<file path="src/rtl/gsi_pkg.sv">
package gsi_pkg;

    localparam int GAIN_W = 3;

    typedef logic [GAIN_W-1:0] gain_code_t;

    typedef enum logic [1:0] {
        ST_FORCE = 2'd0,
        ST_IDLE  = 2'd1,
        ST_PEND  = 2'd2,
        ST_FIRE  = 2'd3
    } chan_state_e;

endpackage

</file>
<file path="src/rtl/gsi_update_tick.sv">
module gsi_update_tick #(
    parameter int DECIM = 8
) (
    input  logic clk,
    input  logic rst,
    input  logic sync_i,
    output logic tick_o
);
    localparam int CNT_W = (DECIM > 1) ? $clog2(DECIM) : 1;
    localparam logic [CNT_W-1:0] LAST = CNT_W'(DECIM - 1);

    logic [CNT_W-1:0] cnt_q;

    always_ff @(posedge clk or posedge rst) begin
        if (rst) begin
            cnt_q <= '0;
        end else if (sync_i || cnt_q == LAST) begin
            cnt_q <= '0;
        end else begin
            cnt_q <= cnt_q + 1'b1;
        end
    end

    assign tick_o = (cnt_q == LAST) && !sync_i;

    // consecutive ticks never occur when the period exceeds one
    a_r3_tick_spacing: assert property (@(posedge clk) disable iff (rst)
        tick_o |=> !tick_o)
        else $error("tick repeated on consecutive cycles");

endmodule

</file>
<file path="src/rtl/gsi_channel.sv">
module gsi_channel
    import gsi_pkg::*;
#(
    parameter gain_code_t RESET_GAIN = '0
) (
    input  logic       clk,
    input  logic       rst,
    input  logic       sync_i,
    input  logic       tick_i,
    input  gain_code_t code_i,
    output gain_code_t gain_o,
    output logic       strobe_o
);
    chan_state_e st_q, st_d;
    gain_code_t  sent_q;
    logic        differs;

    assign differs = (code_i != sent_q);

    // state register
    always_ff @(posedge clk or posedge rst) begin
        if (rst) begin
            st_q <= ST_FORCE;
        end else begin
            st_q <= st_d;
        end
    end

    // next-state logic
    always_comb begin
        st_d = st_q;
        if (sync_i) begin
            st_d = ST_FORCE;
        end else begin
            unique case (st_q)
                ST_FORCE: st_d = ST_IDLE;
                ST_IDLE:  st_d = (tick_i && differs) ? ST_PEND : ST_IDLE;
                ST_PEND:  st_d = ST_FIRE;
                ST_FIRE:  st_d = ST_IDLE;
                default:  st_d = ST_FORCE;
            endcase
        end
    end

    // output process: last-sent code register drives the gain pins
    always_ff @(posedge clk or posedge rst) begin
        if (rst) begin
            sent_q <= RESET_GAIN;
        end else if (sync_i) begin
            sent_q <= RESET_GAIN;
        end else if (st_q == ST_IDLE && tick_i && differs) begin
            sent_q <= code_i;
        end
    end

    assign gain_o   = sent_q;
    assign strobe_o = (st_q == ST_FIRE) || (st_q == ST_FORCE);

    // reset forces strobe and the reset code
    a_r1_reset_force: assert property (@(posedge clk)
        rst |-> (strobe_o && gain_o == RESET_GAIN))
        else $error("reset did not force strobe");

    // initialise forces strobe and the reset code on the next edge
    a_r2_sync_force: assert property (@(posedge clk) disable iff (rst)
        sync_i |=> (strobe_o && gain_o == RESET_GAIN))
        else $error("initialise did not force strobe");

    // a changed code produces a strobe two edges later
    a_r5_strobe_after_change: assert property (@(posedge clk) disable iff (rst)
        (st_q == ST_IDLE && tick_i && differs && !sync_i) ##1 !sync_i |=> strobe_o)
        else $error("missing strobe after code change");

    // the strobe lasts one cycle
    a_r5_single_pulse: assert property (@(posedge clk) disable iff (rst)
        (st_q == ST_FIRE && !sync_i) |=> !strobe_o)
        else $error("strobe longer than one cycle");

    // an unchanged code produces no strobe
    a_r6_no_strobe_same: assert property (@(posedge clk) disable iff (rst)
        (st_q == ST_IDLE && tick_i && !differs && !sync_i) ##1 !sync_i |=> !strobe_o)
        else $error("strobe without code change");

    // gain pins hold between update edges
    a_r9_gain_hold: assert property (@(posedge clk) disable iff (rst)
        (!tick_i && !sync_i) |=> $stable(gain_o))
        else $error("gain changed off an update edge");

endmodule

</file>
<file path="src/rtl/gain_strobe_if.sv">
module gain_strobe_if
    import gsi_pkg::*;
#(
    parameter int         DECIM      = 8,
    parameter gain_code_t RESET_GAIN = '0
) (
    input  logic       clk,
    input  logic       rst,
    input  logic       sync_init,
    input  logic [2:0] gain_a_in,
    input  logic [2:0] gain_b_in,
    output logic [2:0] gain_a,
    output logic       strobe_a,
    output logic [2:0] gain_b,
    output logic       strobe_b
);
    localparam int NUM_CH = 2;

    logic       tick;
    gain_code_t code_in  [NUM_CH];
    gain_code_t code_out [NUM_CH];
    logic       strb     [NUM_CH];

    gsi_update_tick #(.DECIM(DECIM)) u_tick (
        .clk    (clk),
        .rst    (rst),
        .sync_i (sync_init),
        .tick_o (tick)
    );

    assign code_in[0] = gain_a_in;
    assign code_in[1] = gain_b_in;

    for (genvar c = 0; c < NUM_CH; c++) begin : g_ch
        gsi_channel #(.RESET_GAIN(RESET_GAIN)) u_ch (
            .clk      (clk),
            .rst      (rst),
            .sync_i   (sync_init),
            .tick_i   (tick),
            .code_i   (code_in[c]),
            .gain_o   (code_out[c]),
            .strobe_o (strb[c])
        );
    end

    assign gain_a   = code_out[0];
    assign strobe_a = strb[0];
    assign gain_b   = code_out[1];
    assign strobe_b = strb[1];

    // a strobe outside reset/initialise needs its own channel's pins to have moved
    a_r7_independent_a: assert property (@(posedge clk) disable iff (rst || sync_init)
        (gain_a == $past(gain_a) && $past(gain_a) == $past(gain_a, 2) && !$past(sync_init)
         && !$past(sync_init, 2) && !$past(rst) && !$past(rst, 2)) |-> !strobe_a)
        else $error("channel A strobe without channel A change");

    a_r7_independent_b: assert property (@(posedge clk) disable iff (rst || sync_init)
        (gain_b == $past(gain_b) && $past(gain_b) == $past(gain_b, 2) && !$past(sync_init)
         && !$past(sync_init, 2) && !$past(rst) && !$past(rst, 2)) |-> !strobe_b)
        else $error("channel B strobe without channel B change");

endmodule

</file>
<file path="config.mk">
export PLATFORM = sky130hd
export DESIGN_NAME = gain_strobe_if
export DESIGN_NICKNAME = d
export VERILOG_FILES = /design/src/rtl/gsi_pkg.sv /design/src/rtl/gsi_update_tick.sv /design/src/rtl/gsi_channel.sv /design/src/rtl/gain_strobe_if.sv
export SDC_FILE = /design/constraint.sdc
export NUM_CORES = 1
export LEC_CHECK = 0
export CORE_UTILIZATION = 41
export CTS_BUF_LIST = sky130_fd_sc_hd__clkbuf_8
export CTS_CLUSTER_SIZE = 20
export DETAILED_ROUTE_END_ITERATION = 10
export DONT_BUFFER_PORTS = 1
export GPL_ROUTABILITY_DRIVEN = 0
export GPL_TIMING_DRIVEN = 1
export PLACE_DENSITY = 0.58
export RECOVER_POWER = 100
export SYNTH_ARGS = -nofsm -noshare
export SYNTH_HDL_FRONTEND = slang
export SYNTH_SLANG_ARGS = --single-unit
</file>
<file path="constraint.sdc">
create_clock -name clk -period 3.8 [get_ports clk]
set_input_delay 0.76 -clock clk [delete_from_list [all_inputs] [get_ports clk]]
set_output_delay 0.76 -clock clk [all_outputs]
set_load 0.02 [all_outputs]
</file>
* Word level (Yosys, flattened, before mapping)
Index checks and enable logic that the tools add are counted.
** Word-level totals
- Register bits :: 13
- Input bits :: 9
- Output and inout bits :: 8
- Logic and storage cells :: 43
** Operators by class
- Add/sub/neg operators :: 1
- Equality and inequality tests :: 9
- Multiplexer cells :: 11
- Reductions and logical operators :: 17
** Operators with widths (count)
- 2-to-1 mux 3 bit :: 5
- one-hot mux 2 bit (3 select lines) :: 2
- == test 2 bit (second input constant) :: 4
- 2-to-1 mux 2 bit :: 4
- logical AND 1 bit :: 7
- inequality test 3 bit :: 2
- == test 2 x 1 -> 1 bit (second input constant) :: 2
- logical NOT 2 bit :: 2
- nonzero test 2 bit :: 2
- OR reduction 2 bit :: 2
- adder 3 x 1 -> 3 bit (second input constant) :: 1
- == test 3 bit (second input constant) :: 1
- logical OR 1 bit :: 3
- logical NOT 1 bit :: 1

* Depth between registers and ports, before layout
- Depth in word-level cells :: 6
- Gate-level depth with buffers :: 6
- Gate-level depth less buffers :: 5

* Cells and area by module
A second synthesis with hierarchy kept.
** Unflattened totals
- Cells, all modules :: 68
- Area, all modules :: 680.7 µm²
** By module, submodules not included
- gsi_channel :: instances 2, cells each 29, area each 275.3 µm², sequential area each 125.1 µm²
- gsi_update_tick :: instances 1, cells each 10, area each 130.1 µm², sequential area each 75.1 µm²

* Worst setup path before layout
No wires, ideal clock.
- Path kind :: reg2out
- From :: register g_ch[0].u_ch.st_q[0]
- To :: output port strobe_a
- Arrival :: 0.727 ns
- Data required time :: 3.040 ns
- Path slack :: 2.313 ns
- Stages on the path, launching flop included :: 3
- Path buffers :: 0
- Path through :: dfrtp_1 -> inv_1 -> ha_1
** On the way
- Longest elaborated chain between the ends :: 2
- Elaborated cells between the ends (all ways) :: 3
** RTL lines
- start: declaration :: RTL line gsi_channel.sv:14 : chan_state_e st_q, st_d;
- start signal: assignment :: RTL line gsi_channel.sv:25 : st_q <= st_d;
- == test 2 bit / logical NOT 2 bit (equally long branches) :: RTL line gsi_channel.sv:57 : assign strobe_o = (st_q == ST_FIRE) || (st_q == ST_FORCE);
- logical OR 1 bit * :: RTL line gsi_channel.sv:57
- end: declaration :: RTL line gain_strobe_if.sv:13 : output logic strobe_a,
Mark *: on every way between the ends. The rest lies on a longest branch, timed or not.

* Worst setup path in the final report
Same ends and word-level chain as after synthesis.

==> impl_results.html <==
<table>
<tr><th>Metric</th><th>Value</th></tr>
<tr><th colspan="2">Setup path</th></tr>
<tr><td>R2r worst-path depth</td><td>5</td></tr>
<tr><td>Data arrival time of the worst path</td><td>just over 1 ns</td></tr>
<tr><td>Reg2Reg Launch Point</td><td>u_tick.cnt_q[0]</td></tr>
<tr><td>CP Data Required Time</td><td>3.04 ns</td></tr>
<tr><td>Destination of the worst register-to-register timing path</td><td>g_ch[1].u_ch.st_q[1]</td></tr>
<tr><td>Sequence of cells on the critical path</td><td>inv_1 -&gt; ha_1</td></tr>
<tr><td>Highest cell delay on the worst timing path</td><td>between 0.3 and 0.4 ns</td></tr>
<tr><td>Category of the worst setup path capture point</td><td>output port</td></tr>
<tr><td>Reg2Reg Setup Slack</td><td>2.34 ns</td></tr>
<tr><td>Worst Setup Start Kind</td><td>flop</td></tr>
<tr><td>Classification of the worst setup path</td><td>reg -&gt; out</td></tr>
<tr><td>Critical path peak fanout</td><td>2</td></tr>
<tr><td>Cell with the biggest individual delay on the critical path</td><td>ha_1</td></tr>
<tr><th colspan="2">Global route</th></tr>
<tr><td>Antenna violations before repair</td><td>0</td></tr>
<tr><td>Residual overflow from global routing</td><td>0</td></tr>
<tr><td>Pin count of the biggest net entering global routing</td><td>14</td></tr>
<tr><td>Number of global-route vias before repair</td><td>430</td></tr>
<tr><td>Global-route wire length before repair</td><td>between 1.5 and 2 mm</td></tr>
<tr><td>Total routing resource utilization after global routing</td><td>0.1377</td></tr>
<tr><th colspan="2">Die</th></tr>
<tr><td>Initial Utilization</td><td>0.4427</td></tr>
<tr><td>Cell row count</td><td>14</td></tr>
<tr><td>Vertical extent of the die</td><td>42.33 µm</td></tr>
<tr><td>Die footprint</td><td>approximately 1800 µm²</td></tr>
<tr><td>Width of the chip</td><td>42.33 µm</td></tr>
<tr><td>Boundary pin count</td><td>17</td></tr>
<tr><td>Area of the core</td><td>~1500 µm²</td></tr>
<tr><th colspan="2">CTS</th></tr>
<tr><td>TritonCTS clock tree</td><td>done</td></tr>
<tr><td>Insertion delay to the later sink of the worst-skew pair</td><td>0.24 ns</td></tr>
<tr><td>Number of levels in the clock H-tree</td><td>1</td></tr>
<tr><td>Number of hold buffers added after cts</td><td>0</td></tr>
<tr><td>Clock Root Buffer</td><td>clkbuf_8</td></tr>
<tr><td>Post-CTS Repair Setup Buffers</td><td>0</td></tr>
<tr><td>Total of cells resized after clock tree synthesis</td><td>0</td></tr>
<tr><td>CTS sink count</td><td>13</td></tr>
<tr><td>Number of CTS-inserted buffers</td><td>3</td></tr>
<tr><td>Clock slew at the register clock pins of the worst setup and hold paths</td><td>0.06 ns</td></tr>
<tr><td>CTS max path bufs</td><td>2</td></tr>
<tr><th colspan="2">Route</th></tr>
<tr><td>Met3 wirelength from detailed routing</td><td>44 µm</td></tr>
<tr><td>Count of TritonRoute iterations in the first routing pass</td><td>4</td></tr>
<tr><td>Drt total wl</td><td>~1.0 mm</td></tr>
<tr><td>Post-DRT Antenna Nets</td><td>0</td></tr>
<tr><td>Met2 routed wirelength</td><td>about 490 µm</td></tr>
<tr><td>Vias after detailed routing</td><td>~430</td></tr>
<tr><td>Metal1 wirelength</td><td>482 µm</td></tr>
<tr><td>Initial drt markers</td><td>5</td></tr>
<tr><td>Detailed-route DRC error count</td><td>0</td></tr>
<tr><td>Average wire length per cell after detail routing</td><td>about 13 µm</td></tr>
<tr><td>Top sig layer</td><td>met4</td></tr>
<tr><td>Vias per cell</td><td>around 5.3</td></tr>
<tr><th colspan="2">Logic synthesis</th></tr>
<tr><td>Most instantiated cells after synthesis</td><td>dfrtp_1 (13), nand2_1 (7)</td></tr>
<tr><td>Sequential cell area fraction in the yosys report</td><td>0.4878</td></tr>
<tr><td>Arithmetic-cell share of the synthesized area counting full adders, half adders and majority gates</td><td>0.1126</td></tr>
<tr><td>Compound-gate portion of the synthesized area</td><td>0.1032</td></tr>
<tr><td>Async SR Flop Fraction</td><td>1.000</td></tr>
<tr><td>Net Count, Synth</td><td>between 70 and 80</td></tr>
<tr><td>Count of synthesis-stage warnings from yosys</td><td>0</td></tr>
<tr><td>Number of unique standard cell types used by synthesis</td><td>18</td></tr>
<tr><td>Count of flip-flops with a built-in enable after synthesis</td><td>0</td></tr>
<tr><td>Simple logic cell fraction of the synthesized area</td><td>0.1651</td></tr>
<tr><td>Largest family of logic cells by synthesized area</td><td>simple AND/OR/NAND/NOR gates</td></tr>
<tr><td>Post-synthesis share of cell area spent on xor and xnor gates</td><td>0.07880</td></tr>
<tr><td>Synth Flop Type</td><td>dfrtp_1</td></tr>
<tr><td>Cells taking the most area after synthesis</td><td>dfrtp_1 (49%), ha_1 (11%), xnor2_1 (7.9%)</td></tr>
<tr><td>Largest area contributor in the synthesized netlist</td><td>dfrtp_1</td></tr>
<tr><td>Synth top area share</td><td>0.4878</td></tr>
<tr><td>Count leader, synth</td><td>dfrtp_1</td></tr>
<tr><td>Share of synthesized area spent on multiplexers</td><td>0</td></tr>
<tr><td>Synth Cell Area</td><td>666.9 µm²</td></tr>
<tr><td>Flop and latch count out of synthesis</td><td>13</td></tr>
<tr><td>Gate count after technology mapping</td><td>63</td></tr>
<tr><td>Average footprint of a synthesized cell</td><td>between 10 and 15 µm²</td></tr>
<tr><th colspan="2">STA</th></tr>
<tr><td>Final Max Slew Viols</td><td>0</td></tr>
<tr><td>Clock skew after layout</td><td>between 0.005 and 0.006 ns</td></tr>
<tr><td>Final Hold Violating Endpoints</td><td>0</td></tr>
<tr><td>Setup Viol. Count Final</td><td>0</td></tr>
<tr><td>Final cycle utilization of the critical path</td><td>0.4662</td></tr>
<tr><td>Summed negative setup slack over all endpoints</td><td>0 ns</td></tr>
<tr><td>Unrepaired setup endpoints after global routing</td><td>false</td></tr>
<tr><td>Upper clock frequency limit</td><td>564.4 MHz</td></tr>
<tr><td>Worst max-slew margin expressed relative to the limit</td><td>0.6771</td></tr>
<tr><td>Slew at the pin closest to its max-slew limit</td><td>between 0.4 and 0.5 ns</td></tr>
<tr><td>Time the worst path needs with I/O delays and setup</td><td>roughly 1.8 ns</td></tr>
<tr><th colspan="2">Status</th></tr>
<tr><td>Outcome</td><td>finished clean</td></tr>
<tr><th colspan="2">Placement</th></tr>
<tr><td>Count of port buffers added during placement</td><td>0</td></tr>
<tr><td>Cell Count Post-Placement</td><td>just under 80</td></tr>
<tr><td>DP Wirelength</td><td>about 770 µm</td></tr>
<tr><td>Post-place instance area</td><td>670.6 µm²</td></tr>
<tr><th colspan="2">Pwr</th></tr>
<tr><td>Pwr/cell area</td><td>slightly below 400 nW/µm²</td></tr>
<tr><td>Power, Total</td><td>approximately 0.28 mW</td></tr>
<tr><td>P_leak</td><td>around 0.33 nW</td></tr>
<tr><td>Maximum vdd drop</td><td>approximately 0.16 mV</td></tr>
<tr><th colspan="2">Final layout</th></tr>
<tr><td>Fin util</td><td>0.4659</td></tr>
<tr><td>Share of post-route cells with drive strength above 1</td><td>0.06154</td></tr>
<tr><td>Syn-to-layout area delta</td><td>5.253%</td></tr>
<tr><td>Post-route standard cell area excluding fillers</td><td>around 700 µm²</td></tr>
<tr><td>Antenna fix cells</td><td>0</td></tr>
<tr><td>Final Instance Count excl. Fillers</td><td>a little over 80</td></tr>
<tr><td>Nets@finish</td><td>81</td></tr>
<tr><td>Filler cells</td><td>~140</td></tr>
<tr><th colspan="2">Run</th></tr>
<tr><td>Max-cap viol count</td><td>0</td></tr>
<tr><th colspan="2">Hold path</th></tr>
<tr><td>Path category of the worst min-delay check</td><td>in -&gt; async</td></tr>
</table>
## critical path: cells and delay by family, from the launching register on
family                   cells  cell delay, ns
flip-flops                   1            0.35
buffers and inverters        1            0.05
adder cells (fa/ha/maj)      1            0.38
## sequential cells by signal, summed over array words and instances, names as in the netlist
register,count
g_ch.u_ch.gain_o,6
g_ch.u_ch.st_q,4
u_tick.cnt_q,3
## where the power goes
group	internal, mW	switching [mW]	leakage (nW)
logic	0.00778	0.00914	0.130
clock network	0.0711	0.0465	0.0269
registers	0.142	0.00188	0.174
total	0.221	0.0575	0.331
## layout make-up
cell class	instances	area (µm²)	area share
inverters	5	18.77	0.02674
flip-flops and latches	13	325.3	0.4635
well taps	16	20.02	0.02852
clock buffers	3	41.29	0.05882
multi-input cells	43	292.8	0.4171
clock inverters	1	3.754	0.005348
## routing by layer
metal	vias to the layer above	track usage
met5	-	0
met4	0	0.09375
met3	2	0.04310
met1	206	0.1653
li1	212	-
met2	8	0.2092
## through the flow
| step | hold WS [ns] | worst slack (ns) |
|---|---|---|
| 2_1_floorplan | 0.4085 | 2.313 |
| 3_3_place_gp | 0.4184 | 2.296 |
| 3_5_place_dp | 0.4250 | 2.269 |
| 4_1_cts | 0.4355 | 2.010 |
| 5_1_grt | 0.4481 | 1.967 |
| 6_report | 0.4253 | 2.028 |
## placed cells by master (no fill, tap or decap)
cell,netlist,layout
a21oi_1,6,6
a31oi_1,1,2
and2b_1,2,2
clkbuf_8,0,3
dfrtp_1,13,13
ha_1,6,6
inv_1,5,6
nand2_1,7,8
nand3_1,6,6
nor2_1,2,2
nor3_1,1,1
nor3b_1,2,2
o21ba_1,1,1
o21ba_2,1,1
xnor2_1,6,6
## kinds of logic after synthesis
logic type	after synthesis
XOR/XNOR	6
AND/OR/NAND/NOR	21
AO/OA/AOI/OAI	10
flip-flops	13
buffers and inverters	7
adder cells (fa/ha/maj)	6
## worst max path at each step
stage,start,to,slack (ns),cells after the start
after floorplan,g_ch[0].u_ch.st_q[0],strobe_a,2.31,2
after global placement,g_ch[1].u_ch.st_q[0],strobe_b,2.30,2
after global routing,g_ch[0].u_ch.st_q[0],strobe_a,1.97,2
final,g_ch[0].u_ch.st_q[0],strobe_a,2.03,2
after detailed placement,g_ch[0].u_ch.st_q[0],strobe_a,2.27,2
after CTS,g_ch[0].u_ch.st_q[0],strobe_a,2.01,2
Power figures use the tool's default switching activity.
